$ cat config.mk
export PLATFORM = sky130hd
export DESIGN_NAME = shadow_cfg_bank
export DESIGN_NICKNAME = d
export VERILOG_FILES = /design/src/rtl/sreg_pkg.sv /design/src/rtl/sreg_ctrl.sv /design/src/rtl/sreg_bank.sv /design/src/rtl/sreg_rdport.sv /design/src/rtl/shadow_cfg_bank.sv
export SDC_FILE = /design/constraint.sdc
export NUM_CORES = 2
export LEC_CHECK = 0
export BUFFER_PORTS_ARGS = -buffer_cell sky130_fd_sc_hd__buf_2
export CAP_MARGIN = 20
export CORE_MARGIN = 2
export CORE_UTILIZATION = 55
export DETAILED_ROUTE_END_ITERATION = 6
export HOLD_SLACK_MARGIN = 0.1
export PLACE_DENSITY = 0.85
export SYNTH_ARGS = -nofsm -noshare
export SYNTH_HDL_FRONTEND = slang
export SYNTH_SLANG_ARGS = --single-unit
$ cat constraint.sdc
create_clock -name clk -period 6.36 [get_ports clk]
set_input_delay 1.908 -clock clk [delete_from_list [all_inputs] [get_ports clk]]
set_output_delay 1.908 -clock clk [all_outputs]
set_load 0.01 [all_outputs]
$ cat src/rtl/sreg_pkg.sv
package sreg_pkg;
    localparam int CTRL_REQ_BIT = 0;
    localparam int CTRL_OFF_BIT = 1;

    typedef struct packed {
        logic autoload_off;
        logic load_req;
    } sreg_ctrl_t;
endpackage

$ cat src/rtl/sreg_ctrl.sv
module sreg_ctrl
    import sreg_pkg::*;
(
    input  logic       clk,
    input  logic       rst_n,
    input  logic       ctrl_wr,
    input  logic       set_req,
    input  logic       set_off,
    input  logic       vblank,
    output logic       load_now,
    output sreg_ctrl_t ctrl_q
);
    sreg_ctrl_t ctrl_d;

    always_comb begin
        ctrl_d   = ctrl_q;
        load_now = vblank && (ctrl_q.load_req || !ctrl_q.autoload_off);
        if (load_now) begin
            ctrl_d.load_req = 1'b0;
        end
        if (ctrl_wr) begin
            ctrl_d.autoload_off = set_off;
            if (set_req) begin
                ctrl_d.load_req = 1'b1;
            end
        end
    end

    always_ff @(posedge clk) begin
        if (!rst_n) begin
            ctrl_q <= '0;
        end else begin
            ctrl_q <= ctrl_d;
        end
    end
endmodule

$ cat src/rtl/sreg_bank.sv
module sreg_bank #(
    parameter int NUM_REGS = 16,
    parameter int DATA_W   = 32,
    parameter int IDX_W    = $clog2(NUM_REGS)
) (
    input  logic                             clk,
    input  logic                             rst_n,
    input  logic                             data_wr,
    input  logic [IDX_W-1:0]                 wr_idx,
    input  logic [DATA_W-1:0]                wr_data,
    input  logic                             load_now,
    output logic [NUM_REGS-1:0][DATA_W-1:0]  shadow_q,
    output logic [NUM_REGS-1:0][DATA_W-1:0]  active_q
);
    typedef struct packed {
        logic [NUM_REGS-1:0][DATA_W-1:0] shadow;
        logic [NUM_REGS-1:0][DATA_W-1:0] active;
    } bank_t;

    bank_t               bank_d;
    bank_t               bank_q;
    logic [NUM_REGS-1:0] hit_d;

    for (genvar g = 0; g < NUM_REGS; g++) begin : g_hit
        assign hit_d[g] = data_wr && (wr_idx == IDX_W'(g));
    end

    always_comb begin
        bank_d = bank_q;
        if (load_now) begin
            bank_d.active = bank_q.shadow;
        end
        for (int i = 0; i < NUM_REGS; i++) begin
            if (hit_d[i]) begin
                bank_d.shadow[i] = wr_data;
            end
        end
    end

    always_ff @(posedge clk) begin
        if (!rst_n) begin
            bank_q <= '0;
        end else begin
            bank_q <= bank_d;
        end
    end

    assign shadow_q = bank_q.shadow;
    assign active_q = bank_q.active;
endmodule

$ cat src/rtl/sreg_rdport.sv
module sreg_rdport #(
    parameter int NUM_REGS = 16,
    parameter int DATA_W   = 32,
    parameter int ADDR_W   = $clog2(NUM_REGS + 1)
) (
    input  logic [NUM_REGS-1:0][DATA_W-1:0] words,
    input  logic [ADDR_W-1:0]               addr,
    input  logic                            extra_en,
    input  logic [DATA_W-1:0]               extra_val,
    output logic [DATA_W-1:0]               data
);
    localparam int IDX_W = $clog2(NUM_REGS);

    always_comb begin
        data = '0;
        if (addr < ADDR_W'(NUM_REGS)) begin
            data = words[addr[IDX_W-1:0]];
        end else if (addr == ADDR_W'(NUM_REGS) && extra_en) begin
            data = extra_val;
        end
    end
endmodule

$ cat src/rtl/shadow_cfg_bank.sv
module shadow_cfg_bank
    import sreg_pkg::*;
#(
    parameter int NUM_REGS = 16,
    parameter int DATA_W   = 32,
    parameter int ADDR_W   = $clog2(NUM_REGS + 1)
) (
    input  logic                       clk,
    input  logic                       rst_n,
    input  logic                       wr_en,
    input  logic [ADDR_W-1:0]          wr_addr,
    input  logic [DATA_W-1:0]          wr_data,
    input  logic [ADDR_W-1:0]          rd_addr,
    output logic [DATA_W-1:0]          rd_data,
    input  logic [ADDR_W-1:0]          dbg_addr,
    output logic [DATA_W-1:0]          dbg_data,
    input  logic                       vblank,
    output logic [NUM_REGS*DATA_W-1:0] active_cfg
);
    localparam int IDX_W = $clog2(NUM_REGS);

    sreg_ctrl_t                      ctrl_q;
    logic                            load_now;
    logic                            ctrl_wr;
    logic                            data_wr;
    logic [NUM_REGS-1:0][DATA_W-1:0] shadow_w;
    logic [NUM_REGS-1:0][DATA_W-1:0] active_w;
    logic [NUM_REGS*DATA_W-1:0]      shadow_flat;
    logic [DATA_W-1:0]               ctrl_word;
    logic                            req_q;
    logic                            off_q;

    assign ctrl_wr = wr_en && (wr_addr == ADDR_W'(NUM_REGS));
    assign data_wr = wr_en && (wr_addr < ADDR_W'(NUM_REGS));

    sreg_ctrl u_ctrl (
        .clk      (clk),
        .rst_n    (rst_n),
        .ctrl_wr  (ctrl_wr),
        .set_req  (wr_data[CTRL_REQ_BIT]),
        .set_off  (wr_data[CTRL_OFF_BIT]),
        .vblank   (vblank),
        .load_now (load_now),
        .ctrl_q   (ctrl_q)
    );

    sreg_bank #(.NUM_REGS(NUM_REGS), .DATA_W(DATA_W), .IDX_W(IDX_W)) u_bank (
        .clk      (clk),
        .rst_n    (rst_n),
        .data_wr  (data_wr),
        .wr_idx   (wr_addr[IDX_W-1:0]),
        .wr_data  (wr_data),
        .load_now (load_now),
        .shadow_q (shadow_w),
        .active_q (active_w)
    );

    assign req_q       = ctrl_q.load_req;
    assign off_q       = ctrl_q.autoload_off;
    assign ctrl_word   = {{(DATA_W-2){1'b0}}, off_q, req_q};
    assign shadow_flat = shadow_w;
    assign active_cfg  = active_w;

    sreg_rdport #(.NUM_REGS(NUM_REGS), .DATA_W(DATA_W), .ADDR_W(ADDR_W)) u_rd_shadow (
        .words     (shadow_w),
        .addr      (rd_addr),
        .extra_en  (1'b1),
        .extra_val (ctrl_word),
        .data      (rd_data)
    );

    sreg_rdport #(.NUM_REGS(NUM_REGS), .DATA_W(DATA_W), .ADDR_W(ADDR_W)) u_rd_active (
        .words     (active_w),
        .addr      (dbg_addr),
        .extra_en  (1'b0),
        .extra_val (ctrl_word),
        .data      (dbg_data)
    );
endmodule

==> results.sh <==
export IMPL_fin_crit_sh=0.947
export IMPL_hold_class="reg -> reg"
export IMPL_cts_setup_buffers=0
export IMPL_syn_to_final_growth_pct=16.0
export IMPL_drive_gt1_frac=0.206
export IMPL_cts_resized=0
export IMPL_drcViolationCount=11
export IMPL_slew_headroom=0.208
export IMPL_worst_slew_pin_transition_ns=1.19
export IMPL_initial_core_util=0.552
export IMPL_clk_pin_slew_ns=0.06
export IMPL_period_minus_slack_ns=6.02
export IMPL_fmax_mhz=166
export IMPL_finalHoldViolations=0
export IMPL_pin_count=627
export IMPL_setup_tns_ns=0
export IMPL_grtUsageTotal=0.448
export IMPL_overflow=0
export IMPL_dp_cells=6569
export IMPL_power_density_nw_per_um2=257
export IMPL_arrival_ns=4.11
export IMPL_grt_pass1_vias=40700
export IMPL_grtUsageMet1=0.509
export IMPL_instances_no_fill=6770
export IMPL_port_buffers=626
export IMPL_grt_max_degree=226
export IMPL_p_leak_nw=19.3
export IMPL_postSynthCellCount=5227
export IMPL_p_switching_w=0.00331
export IMPL_seq_area_frac_synth=0.447
export IMPL_vias=43700
export IMPL_fin_worst_skew_ns=0.0187
export IMPL_status="finished, violations left"
export IMPL_max_stage_delay_ns=0.53
export IMPL_p_sw_frac=0.241
export IMPL_vias_per_cell=6.45
export IMPL_clkPwrFrac=0.463
export IMPL_synth_warnings=0
export IMPL_worst_setup_path_type="in -> out"
export IMPL_firstDrtPassIters=7
export IMPL_path_buf_inv=3
export IMPL_critPathRequiredTime_ns=4.45
export IMPL_p_int_w=0.0104
export IMPL_slew_violations=0
export IMPL_dieHeight_um=293
export IMPL_finalSetupViolCount=0
export IMPL_clkSinkCount=1026
export IMPL_critPathMaxFanout=30
export IMPL_synthesis_area_um2=46000
export IMPL_clk_latency_ns=0.67
export IMPL_grt_first_pass_wirelength_um=282000
export IMPL_vdd_drop_max_mv=0.274
export IMPL_busiest_layer="met2"
export IMPL_ys_ff_latch=1026
export IMPL_layout_nets=5646
export IMPL_fillerInstances=6612
export IMPL_critPathLaunchType="primary input"
export IMPL_cpLargestDelayFamily="multiplexers"
export IMPL_clk_path_buf_depth=3
export IMPL_cts_root_buf="clkbuf_16"
export IMPL_drtIter0Drc=7043
export IMPL_final_antenna_net_count=0
export IMPL_die_w_um=293
export IMPL_yosys_cell_types_count=42
export IMPL_cts_htree_levels=3
export IMPL_use_met2=0.649
export IMPL_slowest_stage="mux4_2"
export IMPL_rsz0062_at_grt="false"
export IMPL_seqPwrFrac=0.472
export IMPL_end_kind="primary output"
export IMPL_avgRoutedWirePerCell_um=29.4
export IMPL_place_hpwl_um=138000
export IMPL_use_met3=0.198
export IMPL_syn_nets=5278
export IMPL_finalPower_w=0.0137
export IMPL_p_comb_frac=0.065
export IMPL_rows=106
export IMPL_wl_um=199000
export IMPL_core_um2=83300
export IMPL_antenna_found_initial=26
export IMPL_cp_cell_sequence="buf_8 > buf_4 > mux4_2 > mux2i_1 > o22ai_1 > buf_2"
export IMPL_cts_tree="built"
export IMPL_hold_buffers=0
export IMPL_violations="design-rule violations"
export IMPL_maxCapViolCount=0
export IMPL_cts_buffers=104
export IMPL_gp_congestion=1.01
export IMPL_syn_avg_cell_area_um2=8.80
export IMPL_die_area_um2=86000
## worst reg2reg max path: stages, from the launching register on
cell,delay [ns]
dfxtp_1,0.39
inv_1,0.12
o21ai_4,0.82
buf_12,0.70
nand2_1,0.33
a21boi_0,0.22
## kinds of logic (layout without fill, tap and decap cells)
kind of cell | after synthesis | in the layout | synth area share
AO/OA/AOI/OAI | 1167 | 1167 | 0.190
AND/OR/NAND/NOR | 2227 | 2227 | 0.188
buffers and inverters | 484 | 932 | 0.0428
multiplexers | 323 | 323 | 0.132
flip-flops | 1026 | 1026 | 0.447
other | 0 | 15 | 0
## cells in the mapped netlist (all sizes together)
library cell / count / area, um^2
nand2: 2092 / 7860
dfxtp: 1026 / 20500
a21boi: 1025 / 7690
clkbuf: 391 / 1470
mux4: 227 / 5110
mux2i: 96 / 961
buf: 91 / 494
nor2b: 55 / 344
o22ai: 33 / 206
a211oi: 32 / 240
a22oi: 26 / 195
nor3: 20 / 105
nand3: 19 / 95.1
nor2: 17 / 71.3
a221o: 16 / 160
o31ai: 16 / 120
o211ai: 14 / 105
nand2b: 9 / 56.3
or2: 3 / 18.8
and4bb: 2 / 25.0
inv: 2 / 7.51
nand4bb: 2 / 22.5
o21ai: 2 / 10.0
a21oi: 1 / 5.00
a22o: 1 / 8.76
and2: 1 / 6.26
and3: 1 / 6.26
and4b: 1 / 10.0
nand4: 1 / 6.26
nand4b: 1 / 8.76
nor4b: 1 / 8.76
o21a: 1 / 7.51
or3: 1 / 6.26
or4b: 1 / 13.8
## layer usage
metal  vias to the layer above  share of wire
met5                         -        0.00094
met4                        20           0.10
met3                       863           0.16
met2                      3636           0.41
met1                     20800           0.32
li1                      18400              -
## stage by stage
stage	setup WS, ns	util	hold WS, ns	area (um^2)
5_1_grt	0.351	0.641	0.483	53400
3_5_place_dp	0.495	0.598	0.464	49800
4_1_cts	0.501	0.640	0.471	53300
6_report	0.339	0.641	0.473	53400
2_1_floorplan	1.03	-	0.444	46000
3_3_place_gp	0.502	0.598	0.454	49800
## area by class of cell
cell class                 count  area [um^2]  share of cell area
antenna                       15         37.5            0.000703
clock buffer                 151         3060              0.0574
clock inverter                35          424             0.00795
inverter                       2         7.51            0.000141
multi-input combinational   3717        23600               0.442
sequential                  1026        20500               0.385
tap                         1080         1350              0.0253
timing repair buffer         744         4350              0.0816
## cells in the final DEF (no fill, tap or decap), types with 54 or more instances in the layout
master	n
a21boi_0	950
a21boi_1	75
buf_2	620
buf_4	96
clkbuf_16	107
dfxtp_1	1026
mux2i_1	96
mux4_2	227
nand2_1	2086
nor2b_1	54
## sequential cells by signal (all words and copies together), names as in the netlist
register         count
u_bank.active_q    512
u_bank.shadow_q    512
u_ctrl.ctrl_q        2
## path summary, 6_finish.rpt
kind | from | end | slack [ns] | cells past startpoint
setup / recovery | dbg_addr[0] | dbg_data[29] | 0.34 | 6
hold / removal | u_bank.shadow_q[20] | u_bank.shadow_q[20] | 0.47 | 2
setup reg to reg | u_ctrl.ctrl_q[1] | u_bank.active_q[285] | 3.68 | 5
hold reg to reg | u_bank.shadow_q[20] | u_bank.shadow_q[20] | 0.47 | 2
## power by group through the flow
stage / combinational, W / clock [W] / sequential, W
2_1_floorplan: 0.000550 / 0 / 0.00663
3_3_place_gp: 0.000839 / 0 / 0.00663
3_5_place_dp: 0.000846 / 0 / 0.00663
4_1_cts: 0.000849 / 0.00631 / 0.00649
5_1_grt: 0.000902 / 0.00657 / 0.00649
6_report: 0.000892 / 0.00636 / 0.00649
(Power assumes the default switching activity.)
